==> src/rtl/zsp_pkg.sv <==
package zsp_pkg;
    localparam int DATA_W = 12;
    localparam int CH_W   = 4;
    localparam int DEPTH  = 16;
    localparam int THRESH = 20;

    localparam int NCH    = 1 << CH_W;
    localparam int OUT_W  = CH_W + DATA_W;
    localparam int IDX_W  = $clog2(DEPTH);
    localparam int CNT_W  = $clog2(DEPTH + 1);
    localparam int SEQ_W  = OUT_W - CNT_W;

    typedef struct packed {
        logic [CH_W-1:0]   chan;
        logic [DATA_W-1:0] val;
    } hit_t;

    function automatic logic [OUT_W-1:0] mk_header(input logic [SEQ_W-1:0] s,
                                                   input logic [CNT_W-1:0] n);
        return {s, n};
    endfunction
endpackage

==> src/rtl/zsp_pedtab.sv <==
module zsp_pedtab
    import zsp_pkg::*;
(
    input  logic              clk,
    input  logic              rst,
    input  logic              we,
    input  logic [CH_W-1:0]   waddr,
    input  logic [DATA_W-1:0] wdata,
    input  logic [CH_W-1:0]   chan,
    input  logic [DATA_W-1:0] sample,
    output logic [DATA_W-1:0] diff,
    output logic              pass
);
    logic [DATA_W-1:0] tab [NCH];
    logic [DATA_W-1:0] base;
    logic              under;

    always_ff @(posedge clk) begin
        if (rst) begin
            for (int i = 0; i < NCH; i++) tab[i] <= '0;
        end else if (we) begin
            tab[waddr] <= wdata;
        end
    end

    always_comb begin
        base  = tab[chan];
        under = sample < base;
        diff  = under ? '0 : sample - base;
        pass  = !under && (diff >= DATA_W'(THRESH));
    end
endmodule

==> src/rtl/zsp_bank.sv <==
module zsp_bank
    import zsp_pkg::*;
(
    input  logic             clk,
    input  logic             we,
    input  logic             wsel,
    input  logic [IDX_W-1:0] widx,
    input  hit_t             wdata,
    input  logic             rsel,
    input  logic [IDX_W-1:0] ridx,
    output hit_t             rdata
);
    hit_t bank_q [2];

    for (genvar b = 0; b < 2; b++) begin : g_bank
        hit_t mem [DEPTH];
        always_ff @(posedge clk) begin
            if (we && (wsel == 1'(b))) mem[widx] <= wdata;
        end
        assign bank_q[b] = mem[ridx];
    end

    assign rdata = bank_q[rsel];
endmodule

==> src/rtl/zsp_drain.sv <==
module zsp_drain
    import zsp_pkg::*;
(
    input  logic             clk,
    input  logic             rst,
    input  logic             start,
    input  logic [CNT_W-1:0] start_cnt,
    input  logic [SEQ_W-1:0] start_seq,
    input  hit_t             rdata,
    input  logic             out_ready,
    output logic             busy,
    output logic [IDX_W-1:0] rd_idx,
    output logic             out_valid,
    output logic [OUT_W-1:0] out_data,
    output logic             out_hdr,
    output logic             out_last
);
    logic             in_hdr;
    logic [CNT_W-1:0] cnt;
    logic [SEQ_W-1:0] seq;
    logic             at_end;

    assign at_end = in_hdr ? (cnt == '0) : ((CNT_W'(rd_idx) + CNT_W'(1)) == cnt);

    always_ff @(posedge clk) begin
        if (rst) begin
            busy   <= 1'b0;
            in_hdr <= 1'b0;
            rd_idx <= '0;
            cnt    <= '0;
            seq    <= '0;
        end else if (start) begin
            busy   <= 1'b1;
            in_hdr <= 1'b1;
            rd_idx <= '0;
            cnt    <= start_cnt;
            seq    <= start_seq;
        end else if (busy && out_ready) begin
            if (at_end) busy <= 1'b0;
            if (in_hdr) in_hdr <= 1'b0;
            else        rd_idx <= rd_idx + IDX_W'(1);
        end
    end

    assign out_valid = busy;
    assign out_hdr   = busy && in_hdr;
    assign out_last  = busy && at_end;
    assign out_data  = in_hdr ? mk_header(seq, cnt) : OUT_W'(rdata);
endmodule

==> src/rtl/pedsub_pingpong.sv <==
module pedsub_pingpong
    import zsp_pkg::*;
(
    input  logic              clk,
    input  logic              rst,
    input  logic              in_valid,
    input  logic [CH_W-1:0]   in_chan,
    input  logic [DATA_W-1:0] in_sample,
    input  logic              ped_we,
    input  logic [CH_W-1:0]   ped_addr,
    input  logic [DATA_W-1:0] ped_val,
    input  logic              blk_end,
    output logic              out_valid,
    input  logic              out_ready,
    output logic [OUT_W-1:0]  out_data,
    output logic              out_hdr,
    output logic              out_last,
    output logic              overflow
);
    logic [DATA_W-1:0] diff;
    logic              pass;
    logic              fill_sel;
    logic [CNT_W-1:0]  fill_cnt;
    logic [SEQ_W-1:0]  seq;
    logic              pend;
    logic              busy;
    logic [IDX_W-1:0]  rd_idx;
    hit_t              rd_word;
    logic              room, wr, swap;

    zsp_pedtab u_tab (
        .clk(clk), .rst(rst), .we(ped_we), .waddr(ped_addr), .wdata(ped_val),
        .chan(in_chan), .sample(in_sample), .diff(diff), .pass(pass)
    );

    assign room = fill_cnt < CNT_W'(DEPTH);
    assign wr   = in_valid && pass && room;
    assign swap = (blk_end || pend) && !busy;

    always_ff @(posedge clk) begin
        if (rst) begin
            fill_sel <= 1'b0;
            fill_cnt <= '0;
            seq      <= '0;
            pend     <= 1'b0;
            overflow <= 1'b0;
        end else begin
            if (in_valid && pass && !room) overflow <= 1'b1;
            if (swap) begin
                fill_sel <= ~fill_sel;
                fill_cnt <= '0;
                seq      <= seq + SEQ_W'(1);
                pend     <= 1'b0;
            end else begin
                if (wr)      fill_cnt <= fill_cnt + CNT_W'(1);
                if (blk_end) pend     <= 1'b1;
            end
        end
    end

    zsp_bank u_bank (
        .clk(clk), .we(wr), .wsel(fill_sel), .widx(fill_cnt[IDX_W-1:0]),
        .wdata('{chan: in_chan, val: diff}),
        .rsel(~fill_sel), .ridx(rd_idx), .rdata(rd_word)
    );

    zsp_drain u_drain (
        .clk(clk), .rst(rst), .start(swap),
        .start_cnt(fill_cnt + CNT_W'(wr)), .start_seq(seq),
        .rdata(rd_word), .out_ready(out_ready), .busy(busy), .rd_idx(rd_idx),
        .out_valid(out_valid), .out_data(out_data), .out_hdr(out_hdr),
        .out_last(out_last)
    );
endmodule

==> config.mk <==
export PLATFORM = sky130hd
export DESIGN_NAME = pedsub_pingpong
export DESIGN_NICKNAME = d
export VERILOG_FILES = /design/src/rtl/zsp_pkg.sv /design/src/rtl/zsp_pedtab.sv /design/src/rtl/zsp_bank.sv /design/src/rtl/zsp_drain.sv /design/src/rtl/pedsub_pingpong.sv
export SDC_FILE = /design/constraint.sdc
export NUM_CORES = 1
export LEC_CHECK = 0
export BUFFER_PORTS_ARGS = -buffer_cell sky130_fd_sc_hd__buf_4
export CAP_MARGIN = 5
export CORE_ASPECT_RATIO = 0.7
export CORE_MARGIN = 4
export CORE_UTILIZATION = 28
export DETAILED_ROUTE_END_ITERATION = 6
export GPL_TIMING_DRIVEN = 0
export HOLD_SLACK_MARGIN = 0.05
export SLEW_MARGIN = 25
export SYNTH_ARGS = -nofsm -noshare
export SYNTH_HDL_FRONTEND = slang
export SYNTH_SLANG_ARGS = --single-unit
export TNS_END_PERCENT = 30
==> constraint.sdc <==
create_clock -name clk -period 16.74 [get_ports clk]
set_input_delay 3.348 -clock clk [delete_from_list [all_inputs] [get_ports clk]]
set_output_delay 3.348 -clock clk [all_outputs]
set_load 0.05 [all_outputs]
Word-level counts from Yosys, hierarchy flattened
Memories as Yosys holds them, arrays and structs flattened. A register that Yosys moved wholly into a read port is not among the register bits.
Index checks and enable logic that the tools add are counted.
{ "totals": {"ram_bits": 704, "ff_bits": 41, "mem_count": 3, "out_inout_bits": 20, "elab_cells": 75, "inputBits": 38} }
{ "memory_table": {"columns": ["memory", "words", "width", "rd", "rd_clocked_by_memory_dff", "write_ports", "line", "text"], "rows": [
  ["u_bank.g_bank[0].mem", 16, 16, 1, 1, 1, "zsp_bank.sv:16", "hit_t mem [DEPTH];"],
  ["u_bank.g_bank[1].mem", 16, 16, 1, 1, 1, "zsp_bank.sv:16", null],
  ["u_tab.tab", 16, 12, 1, 0, 16, "zsp_pedtab.sv:14", "logic [DATA_W-1:0] tab [NCH];"]
]} }
{ "classes": {"eq_ne": 1, "bitwise": 3, "magnitude_cmp": 4, "n_reduce_logical": 21, "n_addsub": 6, "n_mux": 27} }
{ "ops": {"columns": ["cell", "n"], "rows": [
  ["$mux W16", 4],
  ["$mux W12", 2],
  ["$mux W4", 5],
  ["$mux W1", 16],
  ["$ge A12 B5 Y1 const B", 1],
  ["$lt A12 B12 Y1", 1],
  ["$reduce_or A12 Y1", 1],
  ["$sub A12 B12 Y12", 1],
  ["$add A11 B1 Y11 const B", 1],
  ["$logic_and A1 B1 Y1", 10],
  ["$add A4 B1 Y5 const B", 1],
  ["$add A5 B1 Y5", 1],
  ["$add A5 B1 Y5 const B", 1],
  ["$eq A5 B5 Y1", 1],
  ["$logic_not A5 Y1", 1],
  ["$lt A5 B5 Y1 const B", 1],
  ["$add A4 B1 Y4 const B", 1],
  ["$reduce_and A2 Y1", 2],
  ["$reduce_bool A2 Y1", 2],
  ["$logic_not A1 Y1", 3],
  ["$ge A2 B2 Y1 const B", 1],
  ["$not A1 Y1", 2],
  ["$not A1 Y2", 1],
  ["$reduce_or A2 Y1", 1],
  ["$logic_or A1 B1 Y1", 1]
]} }

Logic depth before layout (Yosys ltp)
Gate-level depths: netlist of the first run.
An unclocked memory read counts as a cell.
{ "depth": {"word_depth": 10, "depth_mapped": 21, "depth_no_buf": 17} }

By module
From an unflattened synthesis of the first run, not the netlist that was laid out.
{ "hier_totals": {"cells_unflattened": 1986, "area_unflattened_um2": 31803.0} }
{ "by_module_without_submodules": {"columns": ["mod", "instances", "area_per_inst_um2", "seq_area_each_um2", "cells_each"], "rows": [
  ["zsp_bank", 1, 20248.2, 15374.7, 1134],
  ["zsp_pedtab", 1, 9507.9, 5765.5, 633],
  ["zsp_drain", 1, 1148.6, 440.4, 117],
  ["pedsub_pingpong", 1, 898.4, 380.4, 102]
]} }

Least setup slack after synthesis of the first run
OpenSTA, ideal clock, no wires.
{ "synth_timing": {"kind": "input to register", "start": "input in_chan[0]", "end": "memory u_bank.g_bank[0].mem[7][0] (netlist bit) (enable)", "path_buffers": 3, "stages": 15, "path_slack_ps": 7476, "arrival_ps": 8834, "setup_ps": 430, "required_ps": 16310, "cell_sequence": "buf_1 -> buf_2 -> mux4_2 -> mux4_2 -> ha_1 -> fa_1 -> nor2b_1 -> o2111ai_1 -> a21boi_1 -> nor3_1 -> o32ai_1 -> o31a_4 -> nand2_4 -> buf_6 -> nor4_1"} }
{ "synth_between": {"elab_chain_cells": 10, "word_cells_on_any_way": 12, "cone_classes": "add/sub: 1; order compare: 2; mux: 3; reduce/logical: 5; memory: 1"} }
{ "synth_lines": {"columns": ["element", "line", "text"], "rows": [
  ["start, declared", "pedsub_pingpong.sv:7", "input logic [CH_W-1:0] in_chan,"],
  ["$mem_v2 Z16 W12 *", null, null],
  ["$sub A12 B12 Y12 / $lt A12 B12 Y1 (equally long branches)", "zsp_pedtab.sv:29, zsp_pedtab.sv:28", null],
  ["$mux W12", "zsp_pedtab.sv:29", "diff = under ? '0 : sample - base;"],
  ["$ge A12 B5 Y1", "zsp_pedtab.sv:30", "pass = !under && (diff >= DATA_W'(THRESH));"],
  ["$logic_and A1 B1 Y1 *", "zsp_pedtab.sv:30", null],
  ["$logic_and A1 B1 Y1 * (2 in series)", "pedsub_pingpong.sv:37", "assign wr = in_valid && pass && room;"],
  ["$logic_and A1 B1 Y1 *", "zsp_bank.sv:18", "if (we && (wsel == 1'(b))) mem[widx] <= wdata;"],
  ["$mux W1 *", "zsp_bank.sv:18", null],
  ["$mux W1 (not written as such) *", "zsp_bank.sv:18", null],
  ["end, declared", "zsp_bank.sv:16", null]
]} }
Every way passes the cells marked *; elsewhere a longest branch is shown, timed or not.

Final worst setup path of the first run
{ "layout_timing": {"start": "input in_chan[1]", "end": "memory u_bank.g_bank[0].mem[5][10] (netlist bit) (enable)"} }
Same word-level chain as after synthesis.

==> results of run 1 <==
## flip-flops by register name (all words and copies together), names as in the netlist, named ones only
register and count:
fill_cnt 5, fill_sel 1, overflow 1, pend 1
seq 11, u_bank.g_bank.mem 512, u_drain.busy 1, u_drain.cnt 5
u_drain.in_hdr 1, u_drain.rd_idx 4, u_drain.seq 11, u_tab.tab 192
## kinds of logic (layout without fill, tap and decap cells)
group | after synthesis | after routing
AO/OA/AOI/OAI | 87 | 87
XOR/XNOR | 28 | 28
adder cells (fa/ha/maj) | 22 | 22
buffers and inverters | 127 | 395
flip-flops | 749 | 749
multiplexers | 238 | 238
other | 0 | 1
AND/OR/NAND/NOR | 419 | 419
## power groups by stage
stage                     clock [µW]  combinational [µW]  sequential (µW)
after floorplan                    0                 250             2210
after global placement             0                 414             2220
after detailed placement           0                 470             2220
after CTS                       1620                 471             2170
after global routing            1700                 497             2180
final                           1590                 467             2170
## worst max-delay path: cells and delay by family
| family | cells | cell delay [ns] |
|---|---|---|
| AOI/OAI and AO/OA | 4 | 1.21 |
| and+or+nand+nor | 4 | 0.91 |
| adders and majority gates | 2 | 0.69 |
| buffers and inverters | 7 | 2.55 |
| muxes | 2 | 0.99 |
## routing by layer
layer / GRT usage, % / share of wire (%) / vias up
li1: - / - / 7035
met1: 20.52 / 46 / 8909
met2: 20.49 / 45 / 613
met3: 3.002 / 7.6 / 98
met4: 3.477 / 2.0 / 0
met5: 0 / 0 / -
## layout make-up
type	instances	area, µm²
clock inverter	45	506.7
sequential	749	22040
inverter	21	78.83
timing repair buffer	146	1132
buffer	106	455.4
tap	1442	1804
fill	10250	72790
clock buffer	77	1745
multi-input combinational	794	8756
antenna	1	2.502
## final timing paths
kind,startpoint,endpoint,depth (start not counted)
setup / recovery,in_chan[1],u_bank.g_bank[0].mem[5][10],19
hold reg to reg,u_drain.seq[8],u_drain.seq[8],2
setup reg to reg,u_tab.tab[11][0],u_bank.g_bank[0].mem[5][10],16
hold / removal,u_drain.seq[8],u_drain.seq[8],2
## stage by stage
step                power (µW)  setup slack [ns]  hold WS [ns]  util [%]  cells
global route              4375             7.147        0.4806     33.41   3380
global placement          2633             4.273        0.4613     30.48   3169
detailed placement        2685             6.547        0.4586     31.34   3258
CTS                       4269             7.211        0.4688     33.40   3380
finish                    4236             7.313        0.4703     33.41   3381
floorplan                 2463             7.476        0.4366         -   1670
## cell usage in the layout (no fill, tap or decap), types with 15 or more instances in the layout
cell / count
mux2i_1: 18
clkbuf_16: 68
and2_1: 195
xnor2_1: 15
nand2_1: 64
ha_1: 21
mux4_2: 220
a21oi_1: 26
buf_2: 39
clkbuf_1: 82
buf_4: 111
edfxtp_1: 704
dfxtp_1: 45
nor2_1: 46
inv_1: 20
or2_2: 19
nor3_2: 28
o21ai_0: 25
==> summary.md, run 1 <==
| Metric | Value |
|---|---|
| Status | finished clean |
| Initial antenna violation count | 2 |
| Clock group share of total power | 37.7% |
| Syn Area/Cell | 18.61 µm² |
| Min Tclk post-route | 9.427 ns |
| Site row count | 101 |
| CP max-delay cell | clkbuf_1 |
| Worst setup SP type | primary input |
| Hpwl dp | 58230 µm |
| Largest stage delay, worst path | 0.67 ns |
| Post-CTS Setup Bufs | 0 |
| Chip Width | 406.3 µm |
| Seq/Total Area, Yosys | 70.90% |
| Area growth syn-to-layout | 17.49% |
| Max frequency | 0.1061 GHz |
| VDD IR max | 0.07982 mV |
| Num CTS Buffers | 67 |
| Fraction of layout cells with a size suffix above 1 | 29.15% |
| Gpl congestion | 0.8445 |
| Comb pwr share | 11.0% |
| Top cells by area, synth | edfxtp_1 (68%), mux4_2 (16%), and2_1 (3.9%) |
| CTS-repair resized insts | 0 |
| Residual DRC | 0 |
| Placed Instance Area | 34260 µm² |
| Post-synth cell types | 58 |
| CP required | 17.07 ns |
| Synth top area share | 68.01% |
| WL per Instance | 23.88 µm |
| Adder-Cell Fraction of Synth Area | 0.9096% |
| Total track usage | 13.80% |
| Number of global-route vias before repair | 16630 |
| H-tree depth | 3 |
| Ys flop type | edfxtp_1 |
| Critical path class | in -> reg |
| Height of the die | 286.8 µm |
| Hold Path Class | reg -> reg |
| EDFF count, synth | 704 |
| Net Switching | 1037 µW |
| Register bit count reported by yosys | 749 |
| Syn_nets | 1730 |
| CP endpoint kind | flip-flop |
| Setup TNS | 0 ns |
| PD cells | 116.0 nW/µm² |
| Sequential share of power | 51.3% |
| Design area | 36520 µm² |
| Max Buffers Root-to-Sink | 3 |
| FF-to-FF setup slack | 11.31 ns |
| DIE AREA | 116500 µm² |
| Mux contribution to synthesized area | 16.52% |
| Final Routed Wirelength | 80720 µm |
| Internal | 3199 µW |
| Slew @ Worst Pin | 0.9887 ns |
| Largest net degree at the start of global routing | 36 |
| Clock skew | 0.03357 ns |
| Max-cap violations | 0 |
| TritonCTS clock tree | done |
| RSZ-0062 raised after global routing | no |
| Synth Area in Compound Gates | 1.815% |
| Sink Count | 749 |
| Crit Path Max Fanout | 35 |
| Crit path cell chain | buf_4 -> clkbuf_1 -> clkbuf_1 -> mux4_2 -> mux4_2 -> ha_1 -> fa_1 -> nor2b_1 -> o2111ai_1 -> a21boi_1 -> nor3_1 -> o32ai_1 -> o31a_4 -> nand2_4 -> nor4_2 -> buf_4 -> buf_2 -> buf_2 -> buf_2 |
| P_leak | 0.01164 µW |
| # hold bufs at CTS | 0 |
| Mapped Cells | 1670 |
| Crit path top cell by count | buf_2 |
| Ys Warns | 0 |
| Initial DRC count | 1952 |
| Vias per Instance | 4.926 |
| First-pass GRT wire length | 117400 µm |
| Antenna viol nets, final | 0 |
| Switch share | 24.47% |
| Top-count cell post-synth | edfxtp_1 |
| Initial Util | 28.44% |
| Core Area | 109300 µm² |
| Final setup viols | 0 |
| Max Slew Vio Count | 0 |
| Root buffer cell | clkbuf_16 |
| Fraction of registers with async set/reset | 0% |
| Pre-antenna DRT Iters | 5 |
| Post-synth top area cell | edfxtp_1 |
| Synthesized area | 31090 µm² |
| Largest family of logic cells by synthesized area | multiplexers |
| Max-slew headroom | 34.09% |
| Total grt overflow | 0 |
| Final period utilization | 56.31% |
| Post-synthesis simple-gate area fraction | 7.366% |
| Clock Latency Late Sink | 0.64 ns |
| IO Count | 58 |
| Post-Synth XOR/XNOR Area | 0.7889% |
| Fin nets | 1945 |
| WP data arrival | 9.76 ns |
| Final Hold Fails | 0 |
| I/O Buffers | 57 |
| DR vias | 16660 |
| Most instantiated cells after synthesis | edfxtp_1 (704), mux4_2 (220), and2_1 (195) |
| Clock slew at reported path FFs | 0.07 ns |
Note: power is estimated with default switching activity, not from simulation.
==> run 2: changes to the inputs <==
==> constraint.sdc (replaced) <==
create_clock -name clk -period 7.65 [get_ports clk]
set_input_delay 1.53 -clock clk [delete_from_list [all_inputs] [get_ports clk]]
set_output_delay 1.53 -clock clk [all_outputs]
set_load 0.05 [all_outputs]
==> summary.md, run 2 (synthesized netlist as in run 1, its figures left out) <==
| Metric | Value |
|---|---|
| Area growth syn-to-layout | 17.45% (was 17.49%) |
| Max-cap violations | 0 (unchanged) |
| Final period utilization | 91.95% |
| Switch share | 24.50% (was 24.47%) |
| Critical path class | in -> reg (unchanged) |
| Most frequent cells in the layout | edfxtp_1 (704), mux4_2 (220), and2_1 (195) (unchanged) |
| Fin nets | 1943 (was 1945) |
| Ant. Diodes | 0 (was 1) |
| Reg with most FFs | u_bank.g_bank.mem (unchanged) |
| Core Area | 109300 µm² (unchanged) |
| Multi-input logic area | 8756 µm² (unchanged) |
| # fillers | 10250 (about the same) |
| Regs by FF count | u_bank.g_bank.mem (512), u_tab.tab (192) (unchanged) |
| Final setup viols | 0 (unchanged) |
| First-pass GRT wire length | 117400 µm (about the same) |
| Sequential share of power | 51.3% (about the same) |
| Crit Path Max Fanout | 44 (was 35) |
| Hpwl dp | 58230 µm (unchanged) |
| H-tree depth | 3 (unchanged) |
| Vias per Instance | 4.927 (was 4.926) |
| Antenna viol nets, final | 0 (unchanged) |
| Design area | 36510 µm² (was 36520 µm²) |
| Pre-CTS setup slack | -0.7247 ns (was 6.547 ns) |
| Min Tclk post-route | 7.034 ns |
| WP data arrival | 7.37 ns (was 9.76 ns) |
| Met3 Use GR | 3.008% (was 3.002%) |
| Max Slew Vio Count | 0 (unchanged) |
| FF-to-FF setup slack | 2.25 ns (was 11.31 ns) |
| Crit path cell chain | buf_4 -> clkbuf_1 -> mux4_2 -> mux4_2 -> ha_1 -> fa_1 -> nor2b_1 -> o2111ai_1 -> a21boi_1 -> nor3_1 -> o32ai_1 -> o31a_4 -> nand2_4 -> nor4_2 -> buf_4 -> buf_2 -> buf_2 -> buf_2 (was buf_4 -> clkbuf_1 -> clkbuf_1 -> mux4_2 -> mux4_2 -> ha_1 -> fa_1 -> nor2b_1 -> o2111ai_1 -> a21boi_1 -> nor3_1 -> o32ai_1 -> o31a_4 -> nand2_4 -> nor4_2 -> buf_4 -> buf_2 -> buf_2 -> buf_2) |
| CP required | 7.98 ns (was 17.07 ns) |
| Net Switching | 2271 µW (was 1037 µW) |
| Largest stage delay, worst path | 0.62 ns (was 0.67 ns) |
| Height of the die | 286.8 µm (unchanged) |
| Worst setup SP type | primary input (unchanged) |
| Root buffer cell | clkbuf_16 (unchanged) |
| Largest net degree at the start of global routing | 45 (was 36) |
| Final Routed Wirelength | 80780 µm (was 80720 µm) |
| PD cells | 253.9 nW/µm² (was 116.0 nW/µm²) |
| IO Count | 58 (unchanged) |
| Fraction of layout cells with a size suffix above 1 | 29.13% (was 29.15%) |
| Clock Latency Late Sink | 0.65 ns (was 0.64 ns) |
| Clock slew at reported path FFs | 0.07 ns (about the same) |
| Residual DRC | 0 (unchanged) |
| Sink Count | 749 (unchanged) |
| RSZ-0062 raised after global routing | no (unchanged) |
| P_leak | 0.01163 µW (was 0.01164 µW) |
| Initial DRC count | 1957 (was 1952) |
| Final Power | 9271 µW (was 4236 µW) |
| Most used routing layer | met1 (unchanged) |
| Total grt overflow | 0 (unchanged) |
| Max Buffers Root-to-Sink | 3 (unchanged) |
| CP max-delay cell | clkbuf_1 (unchanged) |
| Pre-antenna DRT Iters | 5 (unchanged) |
| Met1 global-route usage | 20.50% (was 20.52%) |
| Number of global-route vias before repair | 16640 (was 16630) |
| Final WS setup | 0.6160 ns (was 7.313 ns) |
| Initial Util | 28.44% (unchanged) |
| Clock skew | 0.03831 ns (was 0.03357 ns) |
| Most common cell after layout, fill and taps aside | edfxtp_1 (unchanged) |
| Clock group share of total power | 37.7% (about the same) |
| Placed Instance Area | 34260 µm² (unchanged) |
| Total track usage | 13.79% (was 13.80%) |
| Met2 Use GR | 20.44% (was 20.49%) |
| DIE AREA | 116500 µm² (unchanged) |
| Slew @ Worst Pin | 0.9709 ns (was 0.9887 ns) |
| Num CTS Buffers | 67 (unchanged) |
| Setup TNS | 0 ns (unchanged) |
| Chip Width | 406.3 µm (unchanged) |
| Final Hold Fails | 0 (unchanged) |
| Largest register FFs | 512 (unchanged) |
| Hold Path Class | reg -> reg (unchanged) |
| Internal | 7000 µW (was 3199 µW) |
| Sequential cell area | 22040 µm² (unchanged) |
| I/O Buffers | 57 (unchanged) |
| WL per Instance | 23.91 µm (was 23.88 µm) |
| Crit path top cell by count | buf_2 (unchanged) |
| Initial antenna violation count | 2 (unchanged) |
| Gpl congestion | 0.8445 (unchanged) |
| Status | finished clean (unchanged) |
| Comb pwr share | 11.0% (about the same) |
| CP endpoint kind | flip-flop (unchanged) |
| # hold bufs at CTS | 0 (unchanged) |
| VDD IR max | 0.1750 mV (was 0.07982 mV) |
| TritonCTS clock tree | done (unchanged) |
| Max frequency | 0.1422 GHz |
| Site row count | 101 (unchanged) |
| WHS | 0.4709 ns (was 0.4703 ns) |
| DR vias | 16640 (was 16660) |
| Max-slew headroom | 34.59% (was 34.09%) |
-- run 2: power by group through the flow --
stage | logic [µW] | registers, µW | clock network [µW]
3_5_place_dp | 1030 | 4850 | 0
4_1_cts | 1030 | 4760 | 3550
6_report | 1020 | 4760 | 3490
2_1_floorplan | 547 | 4840 | 0
5_1_grt | 1090 | 4760 | 3720
3_3_place_gp | 905 | 4860 | 0
-- run 2: worst paths after layout --
kind	start	end	cells after the start
hold reg to reg	u_drain.seq[8]	u_drain.seq[8]	2
setup reg to reg	u_tab.tab[11][0]	u_bank.g_bank[0].mem[5][10]	16
hold / removal	u_drain.seq[8]	u_drain.seq[8]	2
setup / recovery	in_chan[1]	u_bank.g_bank[0].mem[5][10]	18
-- run 2: repair_timing --
| action | CTS | global route |
|---|---|---|
| gates resized for setup | 0 | 0 |
| endpoints found under the setup margin | 11 | 33 |
| setup buffers | 0 | 0 |
| endpoints found under the hold margin | 0 | 0 |
-- run 2: metrics by stage --
step,std cells,util (%)
3_3_place_gp,3169,30.48
2_1_floorplan,1670,-
6_report,3378,33.40
4_1_cts,3379,33.40
5_1_grt,3378,33.40
3_5_place_dp,3258,31.34
-- run 2: routing by layer --
metal / part of all wire [%] / vias to the layer above
met5: 0 / -
met4: 2.1 / 0
met3: 8.1 / 101
met2: 45 / 670
met1: 45 / 8845
li1: - / 7027
-- run 2: cell type report --
class                      instances  area share, %
sequential                       749          60.37
buffer                           104          1.223
multi-input combinational        794          23.98
tap                             1442          4.942
timing repair buffer             146          3.101
clock inverter                    45          1.388
inverter                          21         0.2159
clock buffer                      77          4.780
-- run 2: critical path, delay by kind of cell --
family          cells  cell delay (ns)
fa+ha+maj           2             0.69
compound gates      4             1.20
buf+inv             6             1.96
simple gates        4             0.90
mux                 2             0.99
==> run 3: changes to the inputs <==
--- a/config.mk
+++ b/config.mk
@@ -8,8 +8,8 @@
 export BUFFER_PORTS_ARGS = -buffer_cell sky130_fd_sc_hd__buf_4
 export CAP_MARGIN = 5
 export CORE_ASPECT_RATIO = 0.7
-export CORE_MARGIN = 4
 export CORE_UTILIZATION = 28
+export CTS_BUF_LIST = sky130_fd_sc_hd__clkbuf_8
 export DETAILED_ROUTE_END_ITERATION = 6
 export GPL_TIMING_DRIVEN = 0
 export HOLD_SLACK_MARGIN = 0.05
==> summary.md, run 3 (synthesized netlist as in run 1, its figures left out) <==
| Metric | Value |
|---|---|
| Max-slew headroom | 28.84% (was 34.59%) |
| TritonCTS clock tree | done (unchanged) |
| Min Tclk post-route | 7.422 ns (was 7.034 ns) |
| Num CTS Buffers | 105 (was 67) |
| Initial antenna violation count | 7 (was 2) |
| Clock skew | 0.06551 ns (was 0.03831 ns) |
| Post-CTS Setup Bufs | 0 (unchanged) |
| DR vias | 16870 (was 16640) |
| Crit Path Max Fanout | 35 (was 44) |
| Setup TNS | 0 ns (unchanged) |
| CP max-delay cell | nor4_2 (was clkbuf_1) |
| Design area | 36280 µm² (was 36510 µm²) |
| Final Routed Wirelength | 82040 µm (was 80780 µm) |
| Reg-to-reg startpoint | u_tab.tab[10][0] (was u_tab.tab[11][0]) |
| Clock Latency Late Sink | 0.79 ns (was 0.65 ns) |
| Final setup viols | 0 (unchanged) |
| Fin nets | 1983 (was 1943) |
| Sink Count | 749 (unchanged) |
| FF-to-FF setup slack | 2.30 ns (was 2.25 ns) |
| Pre-antenna DRT Iters | 5 (unchanged) |
| Final Power | 8816 µW (was 9271 µW) |
| Fraction of layout cells with a size suffix above 1 | 29.81% (was 29.13%) |
| Pre-CTS setup slack | -0.7153 ns (was -0.7247 ns) |
| Worst setup SP type | primary input (unchanged) |
| Initial DRC count | 1688 (was 1957) |
| Root buffer cell | clkbuf_8 (was clkbuf_16) |
| Final WS setup | 0.2277 ns (was 0.6160 ns) |
| Initial Util | 28.47% (was 28.44%) |
| VDD IR max | 0.1262 mV (was 0.1750 mV) |
| Gpl congestion | 0.8406 (was 0.8445) |
| Critical path class | in -> reg (unchanged) |
| Height of the die | 280.8 µm (was 286.8 µm) |
| Max Buffers Root-to-Sink | 3 (unchanged) |
| Chip Width | 400.3 µm (was 406.3 µm) |
| Max-cap violations | 0 (unchanged) |
| Clock slew at reported path FFs | 0.07 ns (about the same) |
| Status | finished clean (unchanged) |
| PD cells | 243.0 nW/µm² (was 253.9 nW/µm²) |
| Site row count | 101 (unchanged) |
| Final core occ | 33.23% (was 33.40%) |
| Total track usage | 14.53% (was 13.79%) |
| Core Area | 109200 µm² (was 109300 µm²) |
| IO Count | 58 (unchanged) |
| Number of global-route vias before repair | 16700 (was 16640) |
| First-pass GRT wire length | 117600 µm (was 117400 µm) |
| H-tree depth | 3 (unchanged) |
| Area growth syn-to-layout | 16.70% (was 17.45%) |
| Largest net degree at the start of global routing | 36 (was 45) |
| Largest register FFs | 512 (unchanged) |
| Largest stage delay, worst path | 0.67 ns (was 0.62 ns) |
| Slew @ Worst Pin | 1.067 ns (was 0.9709 ns) |
| Hold path depth | 2 (unchanged) |
| Reg with most FFs | u_bank.g_bank.mem (unchanged) |
| HP Start | u_drain.seq[4] (was u_drain.seq[8]) |
| CP endpoint kind | flip-flop (unchanged) |
| WL per Instance | 23.77 µm (was 23.91 µm) |
| # hold bufs at CTS | 0 (unchanged) |
| Max frequency | 0.1347 GHz (was 0.1422 GHz) |
| Final period utilization | 97.02% (was 91.95%) |
| Most frequent cells in the layout | edfxtp_1 (704), mux4_2 (220), and2_1 (195) (unchanged) |
| DIE AREA | 112400 µm² (was 116500 µm²) |
| RR Endpoint | u_bank.g_bank[1].mem[6][6] (was u_bank.g_bank[0].mem[5][10]) |
| Most common cell after layout, fill and taps aside | edfxtp_1 (unchanged) |
| Residual DRC | 0 (unchanged) |
| CP required | 8.14 ns (was 7.98 ns) |
| I/O Buffers | 57 (unchanged) |
| WP data arrival | 7.91 ns (was 7.37 ns) |
| Vias per Instance | 4.886 (was 4.927) |
| Max Slew Vio Count | 0 (unchanged) |
| CTS-repair resized insts | 0 (unchanged) |
| P_leak | 0.01169 µW (was 0.01163 µW) |
| FF-to-FF path depth | 15 (was 16) |
| Final Hold Fails | 0 (unchanged) |
| Total grt overflow | 0 (unchanged) |
| Hold EP | u_drain.seq[4] (was u_drain.seq[8]) |
| Placed Instance Area | 34270 µm² (was 34260 µm²) |
| Crit path cell chain | buf_4 -> clkbuf_1 -> clkbuf_1 -> mux4_2 -> mux4_2 -> ha_1 -> fa_1 -> nor2b_1 -> o2111ai_1 -> a21boi_1 -> nor3_1 -> o32ai_1 -> o31a_4 -> nand2_4 -> buf_6 -> nor4_2 -> buf_2 -> buf_2 (was buf_4 -> clkbuf_1 -> mux4_2 -> mux4_2 -> ha_1 -> fa_1 -> nor2b_1 -> o2111ai_1 -> a21boi_1 -> nor3_1 -> o32ai_1 -> o31a_4 -> nand2_4 -> nor4_2 -> buf_4 -> buf_2 -> buf_2 -> buf_2) |
| Hpwl dp | 58810 µm (was 58230 µm) |
| Regs by FF count | u_bank.g_bank.mem (512), u_tab.tab (192) (unchanged) |
| Hold Path Class | reg -> reg (unchanged) |
| Antenna viol nets, final | 0 (unchanged) |
| RSZ-0062 raised after global routing | no (unchanged) |
==> run 3: cell types whose count changed in the layout (fill, tap and decap cells not counted), sizes merged <==
cell,before,now
diode,0,4
buf,172,174
bufinv,8,3
clkinv,31,34
clkbuf,155,188
inv,24,61
==> run 3: worst max path at each step <==
stage | from | end | slack (ns) | depth (start not counted)
floorplan | in_chan[0] | u_bank.g_bank[0].mem[7][0] | 0.20 | 15
global placement | in_chan[0] | u_bank.g_bank[1].mem[5][8] | -2.81 | 16
detailed placement | in_chan[0] | u_bank.g_bank[1].mem[6][14] | -0.72 | 18
CTS | in_chan[0] | u_bank.g_bank[1].mem[6][6] | 0.13 | 18
global route | in_chan[1] | u_bank.g_bank[1].mem[6][6] | 0.04 | 18
finish | in_chan[1] | u_bank.g_bank[1].mem[6][6] | 0.23 | 18
==> run 3: routing by layer <==
layer / routed length [µm] / up-vias / global-route usage [%]
li1: - / 7122 / -
met1: 36710 / 8879 / 21.02
met2: 35290 / 758 / 20.86
met3: 8619 / 107 / 4.655
met4: 1423 / 0 / 3.738
met5: 0 / - / 0
==> run 3: final cells by class <==
cell class | instances | area, µm²
diodes | 4 | 10.01
plain buffers | 106 | 451.7
clock buffers | 110 | 1514
clock inverters | 80 | 469.2
fillers | 10440 | 72910
inverters | 21 | 78.83
multi-input cells | 794 | 8756
flip-flops and latches | 749 | 22040
well taps | 1442 | 1804
repair buffers | 146 | 1152
==> run 3: worst max-delay path: cells and delay by family <==
kind	cells	cell delay, ns
multiplexers	2	0.98
adder cells (fa/ha/maj)	2	0.67
AO/OA/AOI/OAI	4	1.15
buffers and inverters	6	2.41
AND/OR/NAND/NOR	4	1.09
==> run 3: metrics by stage <==
step	std cells	hold WS [ns]
2_1_floorplan	1670	0.4366
3_3_place_gp	3169	0.4542
3_5_place_dp	3257	0.4472
4_1_cts	3447	0.4570
5_1_grt	3450	0.4776
6_report	3452	0.4582
==> run 3: power breakdown <==
part           switching, µW  internal, µW
sequential              26.7          4730
clock                   1580          1450
combinational            694           337
